File: src/rtl/kbd_scan_pkg.sv
// Package: kbd_scan_pkg
// Holds the shared widths and defaults of the keyboard scan-code latch.
// Assumes an 8-bit data path and a 16-bit I/O address space.
package kbd_scan_pkg;
    localparam int KBD_ADDR_W   = 16;
    localparam int KBD_CODE_W   = 8;
    localparam logic [KBD_ADDR_W-1:0] KBD_DATA_PORT = 16'h0060;
    localparam logic [KBD_ADDR_W-1:0] KBD_CTRL_PORT = 16'h0061;
    localparam logic [KBD_CODE_W-1:0] KBD_OVERRUN   = 8'hFF;
endpackage

File: src/rtl/kbd_port_decode.sv
// Module: kbd_port_decode
// Decodes the I/O address into data-port and control-port selects.
// Produces the control write enable and the combinational read-data mux.
// Assumes io_rd and io_wr are single-cycle enables sampled on clk.
module kbd_port_decode #(
    parameter int ADDR_W = 16,
    parameter int CODE_W = 8,
    parameter logic [ADDR_W-1:0] DATA_PORT = 16'h0060,
    parameter logic [ADDR_W-1:0] CTRL_PORT = 16'h0061
) (
    input  logic              clk,
    input  logic              rst_n,
    input  logic              io_rd,
    input  logic              io_wr,
    input  logic [ADDR_W-1:0] io_addr,
    input  logic [CODE_W-1:0] code_q,
    input  logic [CODE_W-1:0] ctrl_q,
    output logic              ctrl_we,
    output logic [CODE_W-1:0] io_rdata
);
    logic sel_data;
    logic sel_ctrl;

    // Compare the address against the two port numbers.
    always_comb begin
        sel_data = (io_addr == DATA_PORT);
        sel_ctrl = (io_addr == CTRL_PORT);
    end

    // Only a write to the control port produces a register enable.
    always_comb begin
        ctrl_we = io_wr && sel_ctrl;
    end

    // Read-data mux; zero whenever no port is being read.
    always_comb begin
        io_rdata = '0;
        if (io_rd && sel_data) begin
            io_rdata = code_q;
        end else if (io_rd && sel_ctrl) begin
            io_rdata = ctrl_q;
        end
    end

    // no read strobe means zero read data
    assert_rdata_idle_R5: assert property (@(posedge clk) disable iff (!rst_n)
        !io_rd |-> (io_rdata == '0));

    // a data-port read returns the held code
    assert_rdata_code_R5: assert property (@(posedge clk) disable iff (!rst_n)
        (io_rd && io_addr == DATA_PORT) |-> (io_rdata == code_q));
endmodule

File: src/rtl/kbd_ctrl_reg.sv
// Module: kbd_ctrl_reg
// The 8-bit read/write control register. Its top bit is the latch clear.
// Assumes ctrl_we is already qualified by the port decode.
module kbd_ctrl_reg #(
    parameter int CODE_W = 8
) (
    input  logic              clk,
    input  logic              rst_n,
    input  logic              ctrl_we,
    input  logic [CODE_W-1:0] wdata,
    output logic [CODE_W-1:0] ctrl_q,
    output logic              clr
);
    localparam int CLR_BIT = CODE_W - 1;

    // Hold the last written control value; reset to zero.
    always_ff @(posedge clk) begin
        if (!rst_n) begin
            ctrl_q <= '0;
        end else if (ctrl_we) begin
            ctrl_q <= wdata;
        end
    end

    // Expose the clear bit to the code latch.
    always_comb begin
        clr = ctrl_q[CLR_BIT];
    end

    // a control write lands on the next clock
    assert_ctrl_write_R6: assert property (@(posedge clk) disable iff (!rst_n)
        ctrl_we |=> (ctrl_q == $past(wdata)));

    // without a control write the register keeps its value
    assert_ctrl_hold_R10: assert property (@(posedge clk) disable iff (!rst_n)
        !ctrl_we |=> $stable(ctrl_q));
endmodule

File: src/rtl/kbd_code_latch.sv
// Module: kbd_code_latch
// Holds the received byte and the interrupt level.
// On overrun the held code becomes the overrun marker.
// While clr is high, both the code and the interrupt are forced to zero and
// incoming bytes are dropped.
// Assumes rx_valid is a single-cycle strobe synchronous to clk.
module kbd_code_latch #(
    parameter int CODE_W = 8,
    parameter logic [CODE_W-1:0] OVERRUN = 8'hFF
) (
    input  logic              clk,
    input  logic              rst_n,
    input  logic              rx_valid,
    input  logic [CODE_W-1:0] rx_byte,
    input  logic              clr,
    output logic [CODE_W-1:0] code_q,
    output logic              irq_q
);
    // Update the held code and the interrupt; clear has priority.
    always_ff @(posedge clk) begin
        if (!rst_n || clr) begin
            code_q <= '0;
            irq_q  <= 1'b0;
        end else if (rx_valid) begin
            code_q <= irq_q ? OVERRUN : rx_byte;
            irq_q  <= 1'b1;
        end
    end

    // an accepted byte raises the interrupt
    assert_irq_set_R2: assert property (@(posedge clk) disable iff (!rst_n)
        (rx_valid && !clr && !irq_q) |=> (irq_q && code_q == $past(rx_byte)));

    // a byte during a pending request yields the overrun marker
    assert_overrun_R3: assert property (@(posedge clk) disable iff (!rst_n)
        (rx_valid && !clr && irq_q) |=> (irq_q && code_q == OVERRUN));

    // a set clear bit empties the latch
    assert_cleared_R7: assert property (@(posedge clk) disable iff (!rst_n)
        clr |=> (!irq_q && code_q == '0));

    // the interrupt holds until it is cleared
    assert_irq_hold_R9: assert property (@(posedge clk) disable iff (!rst_n)
        (irq_q && !clr) |=> irq_q);
endmodule

File: src/rtl/kbd_scan_latch.sv
// Module: kbd_scan_latch (top)
// Keyboard scan-code latch on an 8-bit I/O bus: a data port returns the byte,
// and a control port whose top bit clears the byte and the interrupt.
// Assumes a single clock domain and single-cycle bus strobes.
module kbd_scan_latch
    import kbd_scan_pkg::*;
#(
    parameter int ADDR_W = KBD_ADDR_W,
    parameter int CODE_W = KBD_CODE_W,
    parameter logic [ADDR_W-1:0] DATA_PORT = KBD_DATA_PORT,
    parameter logic [ADDR_W-1:0] CTRL_PORT = KBD_CTRL_PORT,
    parameter logic [CODE_W-1:0] OVERRUN   = KBD_OVERRUN
) (
    input  logic              clk,
    input  logic              rst_n,
    input  logic              rx_valid,
    input  logic [CODE_W-1:0] rx_byte,
    input  logic              io_rd,
    input  logic              io_wr,
    input  logic [ADDR_W-1:0] io_addr,
    input  logic [CODE_W-1:0] io_wdata,
    output logic [CODE_W-1:0] io_rdata,
    output logic              kbd_irq
);
    logic [CODE_W-1:0] code_q;
    logic [CODE_W-1:0] ctrl_q;
    logic              ctrl_we;
    logic              clr;
    logic              irq_q;

    kbd_port_decode #(
        .ADDR_W(ADDR_W), .CODE_W(CODE_W),
        .DATA_PORT(DATA_PORT), .CTRL_PORT(CTRL_PORT)
    ) u_decode (
        .clk(clk), .rst_n(rst_n), .io_rd(io_rd), .io_wr(io_wr),
        .io_addr(io_addr), .code_q(code_q), .ctrl_q(ctrl_q),
        .ctrl_we(ctrl_we), .io_rdata(io_rdata)
    );

    kbd_ctrl_reg #(.CODE_W(CODE_W)) u_ctrl (
        .clk(clk), .rst_n(rst_n), .ctrl_we(ctrl_we), .wdata(io_wdata),
        .ctrl_q(ctrl_q), .clr(clr)
    );

    kbd_code_latch #(.CODE_W(CODE_W), .OVERRUN(OVERRUN)) u_latch (
        .clk(clk), .rst_n(rst_n), .rx_valid(rx_valid), .rx_byte(rx_byte),
        .clr(clr), .code_q(code_q), .irq_q(irq_q)
    );

    // Drive the interrupt output from the latch.
    always_comb begin
        kbd_irq = irq_q;
    end

    // reset leaves the interrupt low on the next clock
    assert_reset_irq_R1: assert property (@(posedge clk)
        !rst_n |=> !kbd_irq);
endmodule

File: config.mk
export PLATFORM = sky130hd
export DESIGN_NAME = kbd_scan_latch
export DESIGN_NICKNAME = d
export VERILOG_FILES = /design/src/rtl/kbd_scan_pkg.sv /design/src/rtl/kbd_port_decode.sv /design/src/rtl/kbd_ctrl_reg.sv /design/src/rtl/kbd_code_latch.sv /design/src/rtl/kbd_scan_latch.sv
export SDC_FILE = /design/constraint.sdc
export NUM_CORES = 1
export LEC_CHECK = 0
export BUFFER_PORTS_ARGS = -buffer_cell sky130_fd_sc_hd__buf_2
export CAP_MARGIN = 20
export CORE_ASPECT_RATIO = 0.9
export CORE_UTILIZATION = 42
export DETAILED_ROUTE_END_ITERATION = 12
export PLACE_DENSITY = 0.88
export SYNTH_ARGS = -nofsm -noshare
export SYNTH_HDL_FRONTEND = slang
export SYNTH_SLANG_ARGS = --single-unit
File: constraint.sdc
create_clock -name clk -period 1.45 [get_ports clk]
set_input_delay 0.0725 -clock clk [delete_from_list [all_inputs] [get_ports clk]]
set_output_delay 0.0725 -clock clk [all_outputs]
set_load 0.01 [all_outputs]
* After elaboration in Yosys (flattened, before gate mapping)
Index checks and enable logic that the tools add are counted.
** Word-level totals
- Output and inout port bits :: 9
- Input port bits :: 37
- Logic and storage cells :: 13
- Flip-flop bits (word level) :: 17
** Operators by class
- Equal/unequal tests :: 2
- Multiplexer cells :: 3
- Reductions and logical operators :: 5
** Operator list (count)
- $eq 16x7->1 const B :: 2
- $mux 8 :: 3
- $logic_and 1x1->1 :: 3
- $logic_not 1->1 :: 1
- $logic_or 1x1->1 :: 1

* Logic depth before layout (Yosys ltp)
Gate-level depths: netlist (run 1).
- Depth after elaboration :: 4
- Depth in mapped cells :: 6
- Mapped depth without buffers :: 4

* Hierarchy
A second synthesis (run 1) with hierarchy kept.
** Unflattened totals
- Cells, all modules :: 92
- Area, all modules :: 937.1 µm²
** By module, submodules not included
- kbd_code_latch :: area an instance 411.6 µm², instances 1, cells each 40, seq. area each 180.2 µm²
- kbd_ctrl_reg :: area an instance 309.0 µm², instances 1, cells each 26, seq. area each 160.2 µm²
- kbd_port_decode :: area an instance 216.5 µm², instances 1, cells each 26, seq. area each 0.0 µm²

* Least setup slack after synthesis (run 1)
No wires, ideal clock.
- Path type :: input to output
- From :: in io_addr[14]
- To :: out io_rdata[0]
- Setup slack :: 224 ps
- Arrival :: 1154 ps
- Stages on the path :: 6
- Cell sequence :: and4bb_2 -> and4_1 -> buf_4 -> and3_1 -> buf_4 -> a22o_2
** On the way
- Cells in the longest elaborated chain, start to end :: 4
- Elaborated cells between the ends (all ways) :: 6
- Classes of those cells :: eq/ne (2); mux (2); reduce/logical (2)
** Ends and longest elaborated chain
- from (decl) :: RTL line kbd_scan_latch.sv:20 : input logic [ADDR_W-1:0] io_addr,
- $eq 16x7->1 :: RTL line kbd_port_decode.sv:27 : sel_ctrl = (io_addr == CTRL_PORT);
- $logic_and 1x1->1 :: RTL line kbd_port_decode.sv:40 : end else if (io_rd && sel_ctrl) begin
- $mux 8 :: RTL line kbd_port_decode.sv:40
- $mux 8 * :: RTL line kbd_port_decode.sv:38 : if (io_rd && sel_data) begin
- to (decl) :: RTL line kbd_scan_latch.sv:22 : output logic [CODE_W-1:0] io_rdata,
Mark *: on every way between the ends. The rest lies on a longest branch, timed or not.

* Worst setup path after layout (run 1)
- From :: in io_addr[9]
- To :: out io_rdata[6]
The elaborated chain is that of the path after synthesis.

==> results_dict.tcl, run 1 <==
set metrics [dict create \
    status "completed" \
    grt_max_degree 11 \
    grt.overflow.total 0 \
    via_per_inst 5.42 \
    clock_latency_ns 0.29 \
    wl_per_cell_um 12.9 \
    synth_area_per_cell_um2 9.21 \
    grt_pass1_vias 767 \
    die_w_um 47.8 \
    switching_share_pct 24.8 \
    met1_usage_pct 24.7 \
    path_cells "buf_2 > nor4_4 > and4_1 > and3_2 > a22o_2 > buf_6" \
    ys_seq_elements 17 \
    placed_area_mm2 0.00103 \
    synthCells 86 \
    final_area_mm2 0.00111 \
    ys_types 21 \
    crit_slowest_cell "nor4_4" \
    min_from "rx_byte[5]" \
    clock_skew_ns 0.00222 \
    core_area_mm2 0.00172 \
    cp-start-kind "input pin" \
    netlist_area_um2 792 \
    drtPass1Iterations 4 \
    synth_top_area_share_pct 43.0 \
    worstPathRequired_ns 1.38 \
    min_period_ns 1.39 \
    clkPwrFrac_pct 29.5 \
    cp-end-kind "output port" \
    maxCapViolCount 0 \
    grt_setup_unrepaired "no" \
    syn_to_final_growth_pct 39.8 \
    grt_first_pass_wirelength_mm 3.08 \
    finalHoldViolCount 0 \
    peakVddDrop_uv 728 \
    fmax_mhz 720 \
    p_per_area_mw_per_mm2 782 \
    hold_buffers 0 \
    initial_core_util_pct 46.1 \
    setup_tns_ns 0 \
    cp-startpoint "io_addr[9]" \
    power.switching_uw 215 \
    die_height_um 43.2 \
    drt_iter0_drc 16 \
    fin_total_pwr_uw 866 \
    layout.nets 170 \
    cts_tree "yes" \
    io_buffers 45 \
    ys_seq_area_share_pct 43.0 \
    pwr-share-seq_pct 57.4 \
    cts-htree-levels 1 \
    fin_ws_ns 0.0613 \
    path_class "input pin to output port" \
    path_clk_slew_ns 0.10 \
    fin_crit_sh_pct 95.8 \
    pwr-share-comb_pct 13.1 \
    num_rows 14 \
    cts_buffers 3 \
    worst-path-max-fanout 8 \
    grt_usage_pct 21.3 \
    setup_viol 0 \
    regToRegStartpoint "u_latch.irq_q" \
    antenna_found_initial 0 \
    p_leak_nw 0.490 \
    cp_num_buf_inv 2 \
    cp_top_family "simple AND/OR/NAND/NOR gates" \
    crit_path_max_incr_delay_ns 0.31 \
    drive_gt1_share_pct 49.2 \
    hold_path.class "input pin to register" \
    tightest_slew_ns 0.299 \
    grt_use_met3_pct 8.09 \
    cts_sinks 17 \
    dieArea_mm2 0.00206 \
    drc 0 \
    grt_busiest_layer "met2" \
    yosys-top-cells-area "dfxtp_1, a22o_2, o22ai_1" \
    arrival_ns 1.32 \
    use_met2_pct 36.8 \
    final_max_slew_viol_count 0 \
    place_ws_ns -0.0620 \
    p_int_uw 651 \
    clk_path_buf_depth 2 \
    clockRootBuffer "clkbuf_4" \
    drt_wl_total_mm 2.02 \
    dp_hpwl_mm 1.52 \
    yosys.area.top_type "dfxtp_1" \
    ant_nets 0 \
    ios 46 \
    place_congestion 0.830 \
    slew_headroom_pct 79.9 \
    ys_warn_count 0 \
    diodes 0 \
    syn_nets 123 \
    dr_total_vias 846 \
]
layout by cell type, fill, tap and decap left out, drive strengths merged:
cell type / Yosys / layout
a21oi: 8 / 8
a22o: 8 / 8
and2: 1 / 1
and3: 1 / 1
and4: 1 / 1
and4bb: 1 / 1
buf: 3 / 48
clkbuf: 3 / 4
dfxtp: 17 / 17
inv: 1 / 1
nand2: 1 / 1
nand2b: 2 / 2
nand3: 8 / 8
nand4: 1 / 1
nor2: 10 / 10
nor3: 1 / 1
nor3b: 1 / 1
nor4: 2 / 2
o21ai: 8 / 8
o22ai: 8 / 8
sequential cells by signal, indices dropped and copies added, names as in the netlist:
signal	flops
u_ctrl.ctrl_q	8
u_latch.code_q	8
u_latch.irq_q	1
routing by layer:
metal,share of wire (%),vias up
met1,40,377
li1,-,416
met2,50,51
met4,0.40,0
met3,9.4,2
met5,0,-
cell usage after synthesis:
cell type / instances
nand3_1: 8
and2_1: 1
and3_1: 1
nand2b_1: 2
inv_1: 1
clkbuf_1: 3
a22o_2: 8
a21oi_1: 8
buf_2: 1
nor3_1: 1
o21ai_0: 8
nand2_1: 1
buf_4: 2
nor3b_4: 1
nor4_4: 2
and4bb_2: 1
nor2_1: 10
and4_1: 1
o22ai_1: 8
dfxtp_1: 17
nand4_2: 1
worst reg2reg max path, stage by stage, from the launching register on:
cell	delay [ns]
dfxtp_1	0.33
nand2b_1	0.26
o22ai_1	0.18
nor2_1	0.06
through the flow:
stage                     cells  hold WS [ns]  utilization [%]
final                       156        0.0248             64.5
after global routing        156       0.00330             64.5
after CTS                   156        0.0225             62.1
after detailed placement    151         0.328             60.1
after global placement      151         0.317             60.1
after floorplan              86         0.224                -
final timing paths:
check / to / slack, ns / cells past startpoint
max reg2reg: u_latch.code_q[7] / 0.51 / 3
min reg2reg: u_latch.irq_q / 0.49 / 2
min: u_latch.code_q[5] / 0.02 / 3
max: io_rdata[6] / 0.06 / 6
area by class of cell:
class,instances,area (µm²)
inverter,1,3.75
timing repair buffer,48,289
fill,173,609
multi-input combinational,62,418
sequential,17,340
tap,24,30.0
clock buffer,4,26.3
power groups by stage:
stage               Sequential (mW)  Combinational, mW  Clock (mW)
CTS                           0.497              0.114       0.256
detailed placement            0.508              0.113           0
floorplan                     0.505             0.0493           0
finish                        0.497              0.114       0.255
global route                  0.499              0.124       0.289
global placement              0.507              0.111           0
cell families after synthesis:
logic type	count (synthesis)	share of synthesized area, %
AOI/OAI and AO/OA	32	26.5
buffers and inverters	7	4.42
DFF	17	43.0
and+or+nand+nor	30	26.1
timing repair:
action	in CTS	in global routing
resized for setup	1	7
pin swaps	1	1
buffers inserted	1	0
setup endpoints to repair	8	8
hold endpoints to repair	0	0
(Power assumes the default switching activity.)
==> inputs of run 2 (changes only) <==
- CORE_UTILIZATION: 42 -> 45
- PLACE_DENSITY: 0.88 -> 0.93
- clock period: 1.45 -> 1.6 ns (I/O delays scaled with it)
==> run 2 against run 1 <==
- register-to-register slack improved by 0.16 ns
- critical path type unchanged
- non-clock buffer count decreased by 1
- clock skew about the same
- final area decreased by 4.5%
- worst setup slack improved by 0.054 ns
- largest power group unchanged
- total power decreased by 9.4%
- sequential share of layout area increased by 1.5 points
- highest routed layer unchanged
==> results_dict.tcl, run 2 (same netlist as run 1, synthesis figures left out) <==
set metrics [dict create \
    cp-end-kind "output port" \
    dp_hpwl_mm 1.58 \
    cp_top_family "simple AND/OR/NAND/NOR gates" \
    drt_wl_total_mm 1.99 \
    grt.overflow.total 0 \
    setup_viol 0 \
    reg_top3 "u_ctrl.ctrl_q (8), u_latch.code_q (8), u_latch.irq_q (1)" \
    diodes 0 \
    p_per_area_mw_per_mm2 742 \
    worst-path-max-fanout 8 \
    slew_headroom_pct 77.0 \
    cts_sinks 17 \
    setup_tns_ns 0 \
    path_cells "buf_2 > nor4_4 > nand4_2 > nor3b_4 > a22o_2 > buf_2" \
    core_area_mm2 0.00166 \
    cts-resized-gates 0 \
    syn_to_final_growth_pct 33.5 \
    antenna_found_initial 0 \
    dieArea_mm2 0.00193 \
    clockRootBuffer "clkbuf_4" \
    cp-start-kind "input pin" \
    cts_buffers 3 \
    hold_depth 3 \
    crit_slowest_cell "nor3b_4" \
    cts_tree "yes" \
    cp_num_buf_inv 2 \
    drive_gt1_share_pct 48.1 \
    clk_path_buf_depth 2 \
    wl_per_cell_um 12.9 \
    p_leak_nw 0.481 \
    final_max_slew_viol_count 0 \
    place_congestion 0.795 \
    ant_nets 0 \
    num_rows 14 \
    io_buffers 45 \
    ios 46 \
    grt_first_pass_wirelength_mm 3.14 \
    fmax_mhz 674 \
    crit_path_frequent_cell "buf_2" \
    clock_latency_ns 0.29 \
    final_common_cell "buf_2" \
    fin_crit_sh_pct 92.8 \
    hold_buffers 0 \
    hold_slack_ns 0.0263 \
    postCtsSetupBuffers 0 \
    r2r_end "u_latch.code_q[7]" \
    drt_iter0_drc 9 \
    min_from "rx_byte[1]" \
    min_period_ns 1.48 \
    maxCapViolCount 0 \
    peakVddDrop_uv 305 \
    drtPass1Iterations 4 \
    path_clk_slew_ns 0.10 \
    layout.nets 169 \
    finalHoldViolCount 0 \
    arrival_ns 1.40 \
    cts-htree-levels 1 \
    die_w_um 46.2 \
    via_per_inst 5.43 \
    grt_setup_unrepaired "no" \
    grt_max_degree 11 \
    die_height_um 41.8 \
    grt_pass1_vias 771 \
    regToRegStartpoint "u_latch.irq_q" \
    path_class "input pin to output port" \
    status "completed" \
    hold_path.class "input pin to register" \
    drc 0 \
    clock_skew_ns 0.00212 \
    hold_path_end "u_latch.code_q[1]" \
    initial_core_util_pct 47.6 \
    worstPathRequired_ns 1.52 \
    dr_total_vias 842 \
    worstRegToRegCells 3 \
    r2r_slack_ns 0.67 \
    layout_common_cells "buf_2, dfxtp_1, nor2_1" \
    nFillCells 157 \
    tightest_slew_ns 0.345 \
    grt_usage_pct 22.3 \
    crit_path_max_incr_delay_ns 0.38 \
]
==> run 2: cell count changes in the layout (fill, tap and decap cells not counted) <==
cell,before,now
and3_1,0,1
and3_2,1,0
buf_2,39,45
buf_6,7,0
==> run 2: stage by stage <==
stage	cell area (µm²)	total power, mW	utilization (%)	cells	setup WS [ns]
detailed placement	1030	0.563	62.0	151	0.110
global route	1060	0.825	63.5	155	0.00334
floorplan	792	0.502	-	86	0.359
finish	1060	0.785	63.5	155	0.115
CTS	1060	0.784	63.5	155	0.124
global placement	1030	0.559	62.0	151	0.158
==> run 2: worst max path at each step <==
stage	startpoint	endpoint	slack, ns	cells past startpoint
2_1_floorplan	io_addr[14]	io_rdata[0]	0.36	6
3_3_place_gp	io_addr[9]	io_rdata[2]	0.16	6
3_5_place_dp	io_addr[9]	io_rdata[6]	0.11	6
4_1_cts	io_addr[9]	io_rdata[6]	0.12	6
5_1_grt	io_addr[9]	io_rdata[6]	0.003	6
6_report	io_addr[9]	io_rdata[2]	0.12	6
==> run 2: final cells by class <==
class                           count  area [µm²]  share of cell area [%]
Tap cell                           24        30.0                    2.84
Multi-Input combinational cell     62         417                    39.4
Timing Repair Buffer               47         240                    22.7
Sequential cell                    17         340                    32.2
Clock buffer                        4        26.3                    2.49
Inverter                            1        3.75                   0.355
==> run 2: worst min-delay path, stage by stage <==
cell	delay, ns
buf_2	0.08
o22ai_1	0.06
nor2_1	0.07
==> run 2: power by group <==
part,switching [mW],total (mW),internal [mW],leakage [nW]
clock,0.134,0.231,0.0971,0.0150
combinational,0.0503,0.103,0.0524,0.326
sequential,0.0108,0.451,0.440,0.140
==> run 2: per-layer routing <==
layer  track usage (%)  wire, µm  up-vias
met2              37.7       978       47
met3              3.04       148        5
met5                 0         0        -
met4              10.6        40        0
li1                  -         -      413
met1              26.8       827      377
==> inputs of run 3 (changes only) <==
- CORE_UTILIZATION: 45 -> 40
- PLACE_DENSITY: 0.93 -> 0.85
==> run 3 against run 2 <==
- via count fell by 3.9%
- total power down 1.6%
- highest routed layer unchanged
- count of clock-buffer cells in the layout is the same
- sequential cell count did not move
- register-to-register slack worse by 0.05 ns
- critical endpoint is now io_rdata[3]
- maximum frequency grew 0.33%
- cell count stayed put
- combinational power about the same
- routed wire length down 2.3%
- largest power group unchanged
==> results_dict.tcl, run 3 (same netlist as run 1, synthesis figures left out) <==
set metrics [dict create \
    clock_latency_ns 0.27 \
    dp_hpwl_mm 1.59 \
    grt.overflow.total 0 \
    grt_max_degree 11 \
    fin_crit_sh_pct 92.5 \
    core_area_mm2 0.00177 \
    drc 0 \
    hold_path.class "input pin to register" \
    clock_skew_ns 0.000592 \
    peakVddDrop_uv 318 \
    cts_tree "yes" \
    cts-resized-gates 0 \
    final_common_cell "buf_2" \
    cts_buffers 3 \
    initial_core_util_pct 44.8 \
    cts-htree-levels 1 \
    postCtsSetupBuffers 0 \
    arrival_ns 1.40 \
    num_rows 14 \
    dieArea_mm2 0.00216 \
    path_clk_slew_ns 0.09 \
    drive_gt1_share_pct 48.1 \
    setup_viol 0 \
    finish.utilization_pct 59.8 \
    reg_top3 "u_ctrl.ctrl_q (8), u_latch.code_q (8), u_latch.irq_q (1)" \
    final_max_slew_viol_count 0 \
    ios 46 \
    ant_nets 0 \
    syn_to_final_growth_pct 33.5 \
    worst-path-max-fanout 8 \
    grt_usage_pct 19.9 \
    tightest_slew_ns 0.361 \
    cp-end-kind "output port" \
    grt_pass1_vias 788 \
    cts_sinks 17 \
    p_per_area_mw_per_mm2 730 \
    grt_first_pass_wirelength_mm 3.22 \
    layout_common_cells "buf_2, dfxtp_1, nor2_1" \
    place_congestion 0.743 \
    io_buffers 45 \
    cp-start-kind "input pin" \
    drtPass1Iterations 4 \
    path_class "input pin to output port" \
    finalHoldViolCount 0 \
    via_per_inst 5.22 \
    setup_tns_ns 0 \
    wl_per_cell_um 12.6 \
    maxCapViolCount 0 \
    clockRootBuffer "clkbuf_4" \
    worstPathRequired_ns 1.52 \
    slew_headroom_pct 75.9 \
    antenna_found_initial 0 \
    grt_setup_unrepaired "no" \
    r2r_slack_ns 0.62 \
    fmax_mhz 676 \
    status "completed" \
    drt_iter0_drc 15 \
    hold_buffers 0 \
    die_w_um 48.9 \
    clk_path_buf_depth 2 \
    dr_total_vias 809 \
    min_period_ns 1.48 \
    diodes 0 \
    p_leak_nw 0.481 \
    drt_wl_total_mm 1.95 \
    die_height_um 44.2 \
    layout.nets 169 \
]
[run 3: final cells by class]
cell class	instances	area, µm²
clock buffers	4	26.3
well taps	24	30.0
repair buffers	47	240
fillers	186	712
inverters	1	3.75
multi-input cells	62	417
flip-flops and latches	17	340
[run 3: through the flow]
step	worst slack, ns	instance area [µm²]	power [mW]	hold WS, ns	std cells
floorplan	0.359	792	0.502	0.232	86
global placement	0.163	1030	0.558	0.328	151
detailed placement	0.119	1030	0.564	0.339	151
CTS	0.114	1060	0.780	0.0406	155
global route	0.0251	1060	0.818	0.0385	155
finish	0.120	1060	0.772	0.0493	155
[run 3: worst paths after layout]
path                       endpoint              from  depth (start not counted)
setup / recovery        io_rdata[3]        io_addr[9]                          6
hold / removal     u_ctrl.ctrl_q[4]       io_wdata[4]                          3
setup reg to reg  u_latch.code_q[4]     u_latch.irq_q                          3
hold reg to reg    u_ctrl.ctrl_q[0]  u_ctrl.ctrl_q[0]                          2
[run 3: critical path: stages]
cell and delay [ns]:
buf_2 0.11, nor4_4 0.29, nand4_2 0.18, nor3b_4 0.39
a22o_2 0.22, buf_2 0.12
[run 3: routing by layer]
metal | up-vias | track usage (%) | routed length (µm)
met2 | 32 | 38.1 | 958
met1 | 360 | 22.2 | 858
li1 | 415 | - | -
met4 | 0 | 8.82 | 17
met5 | - | 0 | 0
met3 | 2 | 3.09 | 114
[run 3: power by group]
group / switching, mW / internal (mW)
logic: 0.0512 / 0.0524
registers: 0.0103 / 0.440
clock network: 0.121 / 0.0965
